**config.mk**
```make
export PLATFORM = sky130hd
export DESIGN_NAME = sbound_aligner
export DESIGN_NICKNAME = d
export VERILOG_FILES = /design/src/rtl/sba_pkg.sv /design/src/rtl/sba_window.sv /design/src/rtl/sba_frame_decode.sv /design/src/rtl/sba_hunt_bank.sv /design/src/rtl/sba_sequencer.sv /design/src/rtl/sbound_aligner.sv
export SDC_FILE = /design/constraint.sdc
export NUM_CORES = 1
export LEC_CHECK = 0
export BUFFER_PORTS_ARGS = -buffer_cell sky130_fd_sc_hd__buf_2
export CELL_PAD_IN_SITES_DETAIL_PLACEMENT = 1
export CELL_PAD_IN_SITES_GLOBAL_PLACEMENT = 1
export CORE_MARGIN = 4
export CORE_UTILIZATION = 40
export DETAILED_ROUTE_END_ITERATION = 7
export PLACE_DENSITY = 0.72
export REMOVE_ABC_BUFFERS = 1
export SLEW_MARGIN = 20
export SYNTH_ARGS = -nofsm -noshare
export SYNTH_HDL_FRONTEND = slang
export SYNTH_SLANG_ARGS = --single-unit
```
**constraint.sdc**
```tcl
create_clock -name clk -period 5.4 [get_ports clk]
set_input_delay 0.27 -clock clk [delete_from_list [all_inputs] [get_ports clk]]
set_output_delay 0.27 -clock clk [all_outputs]
set_load 0.02 [all_outputs]
```
**src/rtl/sba_pkg.sv**
```systemverilog
package sba_pkg;

    localparam int unsigned SBA_DATA_W_DEF = 22;
    localparam int unsigned SBA_OVERHEAD   = 3;   // lead bit + two guard bits

    typedef enum logic [1:0] {
        ST_OFF  = 2'd0,
        ST_HUNT = 2'd1,
        ST_LOCK = 2'd2,
        ST_DOWN = 2'd3
    } link_st_e;

    function automatic int unsigned frame_len(input int unsigned dw);
        return dw + SBA_OVERHEAD;
    endfunction

endpackage

```
**src/rtl/sba_window.sv**
```systemverilog
module sba_window #(
    parameter int unsigned FRAME_BITS = 25
) (
    input  logic                  clk,
    input  logic                  rst,
    input  logic                  shift_en,
    input  logic                  bit_in,
    output logic [FRAME_BITS-1:0] win_next
);
    logic [FRAME_BITS-1:0] win_q;

    // oldest bit sits at index 0, newest at the top
    assign win_next = {bit_in, win_q[FRAME_BITS-1:1]};

    always_ff @(posedge clk) begin
        if (rst) begin
            win_q <= '0;
        end else if (shift_en) begin
            win_q <= win_next;
        end
    end
endmodule

```
**src/rtl/sba_frame_decode.sv**
```systemverilog
module sba_frame_decode #(
    parameter int unsigned DATA_W = 22
) (
    input  logic [DATA_W+2:0] win,
    output logic              frame_ok,
    output logic [DATA_W-1:0] data
);
    logic lead_bit;
    logic last_data;
    logic guard_a;
    logic guard_b;

    assign lead_bit  = win[0];
    assign data      = win[DATA_W:1];
    assign last_data = win[DATA_W];
    assign guard_a   = win[DATA_W+1];
    assign guard_b   = win[DATA_W+2];

    always_comb begin
        frame_ok = 1'b1;
        if (lead_bit)                frame_ok = 1'b0;
        if (guard_a != ~last_data)   frame_ok = 1'b0;
        if (guard_b != ~last_data)   frame_ok = 1'b0;
    end
endmodule

```
**src/rtl/sba_hunt_bank.sv**
```systemverilog
module sba_hunt_bank #(
    parameter int unsigned FRAME_BITS  = 25,
    parameter int unsigned LOCK_FRAMES = 2,
    parameter int unsigned PW          = 5
) (
    input  logic          clk,
    input  logic          rst,
    input  logic          clr,
    input  logic          step,
    input  logic [PW-1:0] ph,
    input  logic          ok,
    output logic          lock_hit
);
    localparam int unsigned CW    = (LOCK_FRAMES > 1) ? $clog2(LOCK_FRAMES) : 1;
    localparam int unsigned SLOTS = 1 << PW;
    localparam logic [CW-1:0] LIM = CW'(LOCK_FRAMES - 1);

    logic [SLOTS-1:0] at_lim;

    for (genvar g = 0; g < SLOTS; g++) begin : g_slot
        if (g < FRAME_BITS) begin : g_live
            logic [CW-1:0] cnt_q;

            always_ff @(posedge clk) begin
                if (rst || clr) begin
                    cnt_q <= '0;
                end else if (step && (ph == PW'(g))) begin
                    if (!ok)               cnt_q <= '0;
                    else if (cnt_q != LIM) cnt_q <= cnt_q + 1'b1;
                end
            end

            assign at_lim[g] = (cnt_q == LIM);

            a_r4_run_bounded: assert property (@(posedge clk) disable iff (rst)
                (cnt_q <= LIM));
        end else begin : g_pad
            assign at_lim[g] = 1'b0;
        end
    end

    assign lock_hit = ok && at_lim[ph];
endmodule

```
**src/rtl/sba_sequencer.sv**
```systemverilog
module sba_sequencer
    import sba_pkg::*;
#(
    parameter int unsigned DATA_W     = 22,
    parameter int unsigned FRAME_BITS = 25,
    parameter int unsigned PW         = 5
) (
    input  logic              clk,
    input  logic              rst,
    input  logic              link_run,
    input  logic              ser_vld,
    input  logic              frame_ok,
    input  logic [DATA_W-1:0] frame_data,
    input  logic              lock_hit,
    output logic              hunt_ok,
    output logic [PW-1:0]     ph,
    output logic              bank_clr,
    output logic              bank_step,
    output logic [DATA_W-1:0] word_data,
    output logic              word_vld,
    output logic              pull_req
);
    localparam int unsigned FILL_W = $clog2(FRAME_BITS);
    localparam logic [PW-1:0]     PH_LAST   = PW'(FRAME_BITS - 1);
    localparam logic [FILL_W-1:0] FILL_FULL = FILL_W'(FRAME_BITS - 1);

    link_st_e          st_q, st_d;
    logic [PW-1:0]     ph_q, ph_d, ph_inc, anc_q, anc_d;
    logic [FILL_W-1:0] fill_q, fill_d;
    logic              wv_d;
    logic [DATA_W-1:0] wd_d;
    logic              full;

    assign full      = (fill_q == FILL_FULL);
    assign hunt_ok   = frame_ok && full;
    assign ph        = ph_q;
    assign ph_inc    = (ph_q == PH_LAST) ? '0 : ph_q + 1'b1;
    assign bank_clr  = (st_q != ST_HUNT);
    assign bank_step = (st_q == ST_HUNT) && link_run && ser_vld;
    assign pull_req  = (st_q == ST_DOWN);

    always_comb begin
        st_d   = st_q;
        ph_d   = ph_q;
        anc_d  = anc_q;
        fill_d = fill_q;
        wv_d   = 1'b0;
        wd_d   = '0;
        if (!link_run) begin
            st_d = ST_OFF;
        end else begin
            case (st_q)
                ST_OFF: begin
                    st_d   = ST_HUNT;
                    ph_d   = '0;
                    fill_d = '0;
                end
                ST_HUNT: begin
                    if (ser_vld) begin
                        ph_d = ph_inc;
                        if (!full) fill_d = fill_q + 1'b1;
                        if (lock_hit) begin
                            st_d  = ST_LOCK;
                            anc_d = ph_q;
                            wv_d  = 1'b1;
                            wd_d  = frame_data;
                        end
                    end
                end
                ST_LOCK: begin
                    if (ser_vld) begin
                        ph_d = ph_inc;
                        if (ph_q == anc_q) begin
                            if (frame_ok) begin
                                wv_d = 1'b1;
                                wd_d = frame_data;
                            end else begin
                                st_d = ST_DOWN;
                            end
                        end
                    end
                end
                default: ;
            endcase
        end
    end

    always_ff @(posedge clk) begin
        if (rst) begin
            st_q      <= ST_OFF;
            ph_q      <= '0;
            anc_q     <= '0;
            fill_q    <= '0;
            word_vld  <= 1'b0;
            word_data <= '0;
        end else begin
            st_q      <= st_d;
            ph_q      <= ph_d;
            anc_q     <= anc_d;
            fill_q    <= fill_d;
            word_vld  <= wv_d;
            word_data <= wd_d;
        end
    end

    a_r1_reset_quiet: assert property (@(posedge clk)
        rst |=> (!word_vld && !pull_req && word_data == '0));

    a_r8_disabled_quiet: assert property (@(posedge clk) disable iff (rst)
        !link_run |=> (!word_vld && !pull_req));

    a_r6_bad_frame_dropped: assert property (@(posedge clk) disable iff (rst)
        $rose(pull_req) |-> !word_vld);

    a_r7_request_holds: assert property (@(posedge clk) disable iff (rst)
        (pull_req && link_run) |=> (pull_req && !word_vld));

    a_r9_word_needs_bit: assert property (@(posedge clk) disable iff (rst)
        word_vld |-> $past(ser_vld && link_run));

    a_r10_data_quiet: assert property (@(posedge clk) disable iff (rst)
        !word_vld |-> (word_data == '0));

    a_r3_lock_from_hunt: assert property (@(posedge clk) disable iff (rst)
        (st_q == ST_LOCK && $past(st_q) != ST_LOCK) |-> ($past(st_q) == ST_HUNT));

    a_r2_phase_range: assert property (@(posedge clk) disable iff (rst)
        (ph_q <= PH_LAST));
endmodule

```
**src/rtl/sbound_aligner.sv**
```systemverilog
module sbound_aligner
    import sba_pkg::*;
#(
    parameter int unsigned DATA_W      = SBA_DATA_W_DEF,
    parameter int unsigned LOCK_FRAMES = 2
) (
    input  logic              clk,
    input  logic              rst,
    input  logic              link_run,
    input  logic              ser_bit,
    input  logic              ser_vld,
    output logic [DATA_W-1:0] word_data,
    output logic              word_vld,
    output logic              pull_req
);
    localparam int unsigned FRAME_BITS = frame_len(DATA_W);
    localparam int unsigned PW         = $clog2(FRAME_BITS);

    logic [FRAME_BITS-1:0] win_next;
    logic                  frame_ok;
    logic [DATA_W-1:0]     frame_data;
    logic                  hunt_ok;
    logic                  lock_hit;
    logic [PW-1:0]         ph;
    logic                  bank_clr;
    logic                  bank_step;

    sba_window #(.FRAME_BITS(FRAME_BITS)) u_win (
        .clk      (clk),
        .rst      (rst),
        .shift_en (ser_vld),
        .bit_in   (ser_bit),
        .win_next (win_next)
    );

    sba_frame_decode #(.DATA_W(DATA_W)) u_dec (
        .win      (win_next),
        .frame_ok (frame_ok),
        .data     (frame_data)
    );

    sba_hunt_bank #(
        .FRAME_BITS  (FRAME_BITS),
        .LOCK_FRAMES (LOCK_FRAMES),
        .PW          (PW)
    ) u_bank (
        .clk      (clk),
        .rst      (rst),
        .clr      (bank_clr),
        .step     (bank_step),
        .ph       (ph),
        .ok       (hunt_ok),
        .lock_hit (lock_hit)
    );

    sba_sequencer #(
        .DATA_W     (DATA_W),
        .FRAME_BITS (FRAME_BITS),
        .PW         (PW)
    ) u_seq (
        .clk        (clk),
        .rst        (rst),
        .link_run   (link_run),
        .ser_vld    (ser_vld),
        .frame_ok   (frame_ok),
        .frame_data (frame_data),
        .lock_hit   (lock_hit),
        .hunt_ok    (hunt_ok),
        .ph         (ph),
        .bank_clr   (bank_clr),
        .bank_step  (bank_step),
        .word_data  (word_data),
        .word_vld   (word_vld),
        .pull_req   (pull_req)
    );
endmodule

```
==> flow_metrics.env <==
export IMPL_layout_drive_gt1_share_pct=13.0
export IMPL_fmax_mhz=378
export IMPL_r2r_start="u_win.win_q[24]$_SDFFE_PP0P_"
export IMPL_finalCritPeriodShare_pct=49.0
export IMPL_cp_end_kind="register"
export IMPL_ioPinCount=29
export IMPL_clock_sink_count=89
export IMPL_outcome="complete, no violations"
export IMPL_chipHeight_um=106
export IMPL_hold_path_end="u_win.win_q[24]$_SDFFE_PP0P_"
export IMPL_grt_pass1_vias=2916
export IMPL_grt_pass1_wl_mm=14.1
export IMPL_cts_tree="done"
export IMPL_hpwl_mm=5.76
export IMPL_setup_viol_count_final=0
export IMPL_ctsHtreeMaxLevel=3
export IMPL_vias=2827
export IMPL_overflow=0
export IMPL_first_iter_violations=73
export IMPL_dp_slack_ns=2.40
export IMPL_place_congestion=0.784
export IMPL_ys_flop_type="dfxtp_1"
export IMPL_comb_power_share_pct=6.5
export IMPL_worst_slack_ns=2.75
export IMPL_synth_area_leaders="dfxtp_1, mux2i_1, nor2_1, and2_1, ha_1"
export IMPL_hold_class="primary input to register"
export IMPL_p_seq_share_pct=55.9
export IMPL_power_uw=1200
export IMPL_placementRows=35
export IMPL_placedCellCount=545
export IMPL_p_clk_share_pct=37.6
export IMPL_coreArea_um2=9330
export IMPL_grt_max_degree=41
export IMPL_path_clk_slew_ns=0.09
export IMPL_async_reset_ff_share_pct=0
export IMPL_power_density_nw_per_um2=280
export IMPL_hold_viol=0
export IMPL_synth_edf_count=0
export IMPL_hp_start="ser_bit"
export IMPL_finalNonFillerCells=561
export IMPL_fillers=1082
export IMPL_synth_largest_area_cell="dfxtp_1"
export IMPL_dpl_cell_area_um2=4100
export IMPL_design_area_um2=4300
export IMPL_setup_tns_ns=0
export IMPL_portBuffers=28
export IMPL_cap_violations=0
export IMPL_synth_top_cell_area_share_pct=46.0
export IMPL_grt_antenna_before_repair=0
export IMPL_synth_area_um2=3870
export IMPL_max_slew_margin_pct=34.9
export IMPL_p_leak_uw=0.00186
export IMPL_r2r_end="u_seq.word_data[19]$_SDFF_PP0_"
export IMPL_cts_root_buf="clkbuf_8"
export IMPL_r2r_slack_ns=2.75
export IMPL_grt_use_total_pct=15.3
export IMPL_ys_seq_area_share_pct=46.0
export IMPL_drt_first_pass_iters=4
export IMPL_fin_nets=444
export IMPL_post_cts_resized=0
export IMPL_wl_mm=8.40
export IMPL_drc_errors=0
export IMPL_final_antenna_net_count=0
export IMPL_initial_utilization_pct=41.5
export IMPL_slew_violations=0
export IMPL_clk_latency_ns=0.36
export IMPL_crit_fanout=26
export IMPL_postSynthAreaPerCell_um2=9.47
export IMPL_required_ns=5.70
export IMPL_grt_setup_unrepaired="false"
export IMPL_peakVddDrop_mv=0.152
export IMPL_ctsHoldBuffers=0
export IMPL_clockBufferDepth=2
export IMPL_whs_path_depth=3
export IMPL_yosys_warnings=0
export IMPL_n_antenna_cell=0
export IMPL_fp_dieArea_um2=11300
export IMPL_ys_types=49
export IMPL_p_sw_uw=332
export IMPL_cts_buffers_inserted=9
export IMPL_swShare_pct=27.6
export IMPL_post_cts_buffers=0
export IMPL_die_w_um=106
export IMPL_startpoint_type="register"
export IMPL_tightestPinTransition_ns=0.977
export IMPL_area_delta_synth_final_pct=10.9
export IMPL_min_period_ns=2.65
export IMPL_reg2reg_depth=7
export IMPL_wire_per_inst_um=15.0
export IMPL_syn_inst=409
export IMPL_vias_per_cell=5.04
export IMPL_cp_arrival_ns=2.95
export IMPL_crit_type="register to register"
export IMPL_p_int_uw=871
export IMPL_fin_worst_skew_ns=0.0124
export IMPL_ys_ff_latch=89
-- state kept, by name, summed over array words and instances (netlist names) --
name / flops
u_seq.anc_q: 5
u_win.win_q: 24
u_seq.word_data: 22
u_seq.word_vld: 1
u_bank.g_slot.g_live.cnt_q: 25
u_seq.st_q: 2
u_seq.ph: 5
u_seq.fill_q: 5
-- power by group through the flow --
stage | logic [uW] | clock network [uW] | registers, uW
floorplan | 50.8 | 0 | 684
global placement | 75.3 | 0 | 687
detailed placement | 77.6 | 0 | 688
CTS | 78.2 | 467 | 672
global route | 86.1 | 498 | 674
finish | 77.6 | 452 | 673
-- worst max path at each step --
| stage | start | to | depth (start not counted) |
|---|---|---|---|
| after floorplan | u_win.win_q[24]$_SDFFE_PP0P_ | u_seq.word_data[0]$_SDFF_PP0_ | 6 |
| after global placement | ser_bit | u_seq.word_data[20]$_SDFF_PP0_ | 8 |
| after detailed placement | ser_bit | u_seq.word_data[7]$_SDFF_PP0_ | 8 |
| after CTS | u_win.win_q[24]$_SDFFE_PP0P_ | u_seq.word_data[7]$_SDFF_PP0_ | 7 |
| after global routing | u_win.win_q[23]$_SDFFE_PP0P_ | u_seq.word_data[20]$_SDFF_PP0_ | 7 |
| final | u_win.win_q[24]$_SDFFE_PP0P_ | u_seq.word_data[19]$_SDFF_PP0_ | 7 |
-- kinds of logic after synthesis --
logic type	Yosys count	synth area share (%)
AND/OR/NAND/NOR	166	21.9
adder cells (fa/ha/maj)	12	3.88
buffers and inverters	35	3.55
multiplexers	58	15.1
AO/OA/AOI/OAI	38	7.04
XOR/XNOR	11	2.49
flip-flops	89	46.0
-- through the flow --
step | hold WS (ns) | util [%]
3_3_place_gp | 0.467 | 43.9
2_1_floorplan | 0.339 | -
4_1_cts | 0.185 | 46.0
5_1_grt | 0.202 | 46.1
3_5_place_dp | 0.476 | 43.9
6_report | 0.192 | 46.1
-- worst max-delay path, cell delays in order, from the launching register on --
cell	delay (ns)
dfxtp_1	0.34
or4b_4	0.59
a21oi_4	0.57
o2111a_1	0.36
o31ai_1	0.10
a211oi_2	0.23
buf_4	0.25
and2_1	0.15
-- synthesized netlist by cell type, drive strengths merged (11+ instances only) --
master	count
dfxtp	89
nor2	65
mux2i	53
and2	27
nand2	27
clkbuf	12
ha	12
inv	12
buf	11
-- routing by layer --
metal,wire length (um),vias to the layer above,track usage (%)
li1,-,1416,-
met1,3970,1378,18.5
met2,4170,29,27.5
met3,197,4,3.34
met4,62,0,4.11
met5,0,-,0
-- final cells by class --
class                   instances  area, um2  share of cell area, %
clock buffers                   9        124                   2.88
clock inverters                 7       68.8                   1.60
inverters                      12       45.0                   1.05
multi-input cells             285       1960                   45.6
flip-flops and latches         89       1780                   41.5
well taps                     129        161                   3.76
repair buffers                 30        155                   3.61
-- layout by cell type (no fill, tap or decap), types with 3 or more instances in the layout --
| cell | count |
|---|---|
| o21ai_1 | 6 |
| a21oi_1 | 6 |
| buf_2 | 28 |
| nand4_1 | 5 |
| mux2i_1 | 53 |
| and2_1 | 27 |
| nand2_1 | 27 |
| nor2b_1 | 8 |
| dfxtp_1 | 89 |
| clkbuf_8 | 9 |
| nand3_1 | 8 |
| mux2_2 | 3 |
| o41ai_1 | 3 |
| inv_1 | 12 |
| inv_8 | 4 |
| nor2_1 | 65 |
| nand2b_1 | 8 |
| ha_1 | 12 |
| xnor2_1 | 4 |
| xor2_1 | 7 |
(Power assumes the default switching activity.)
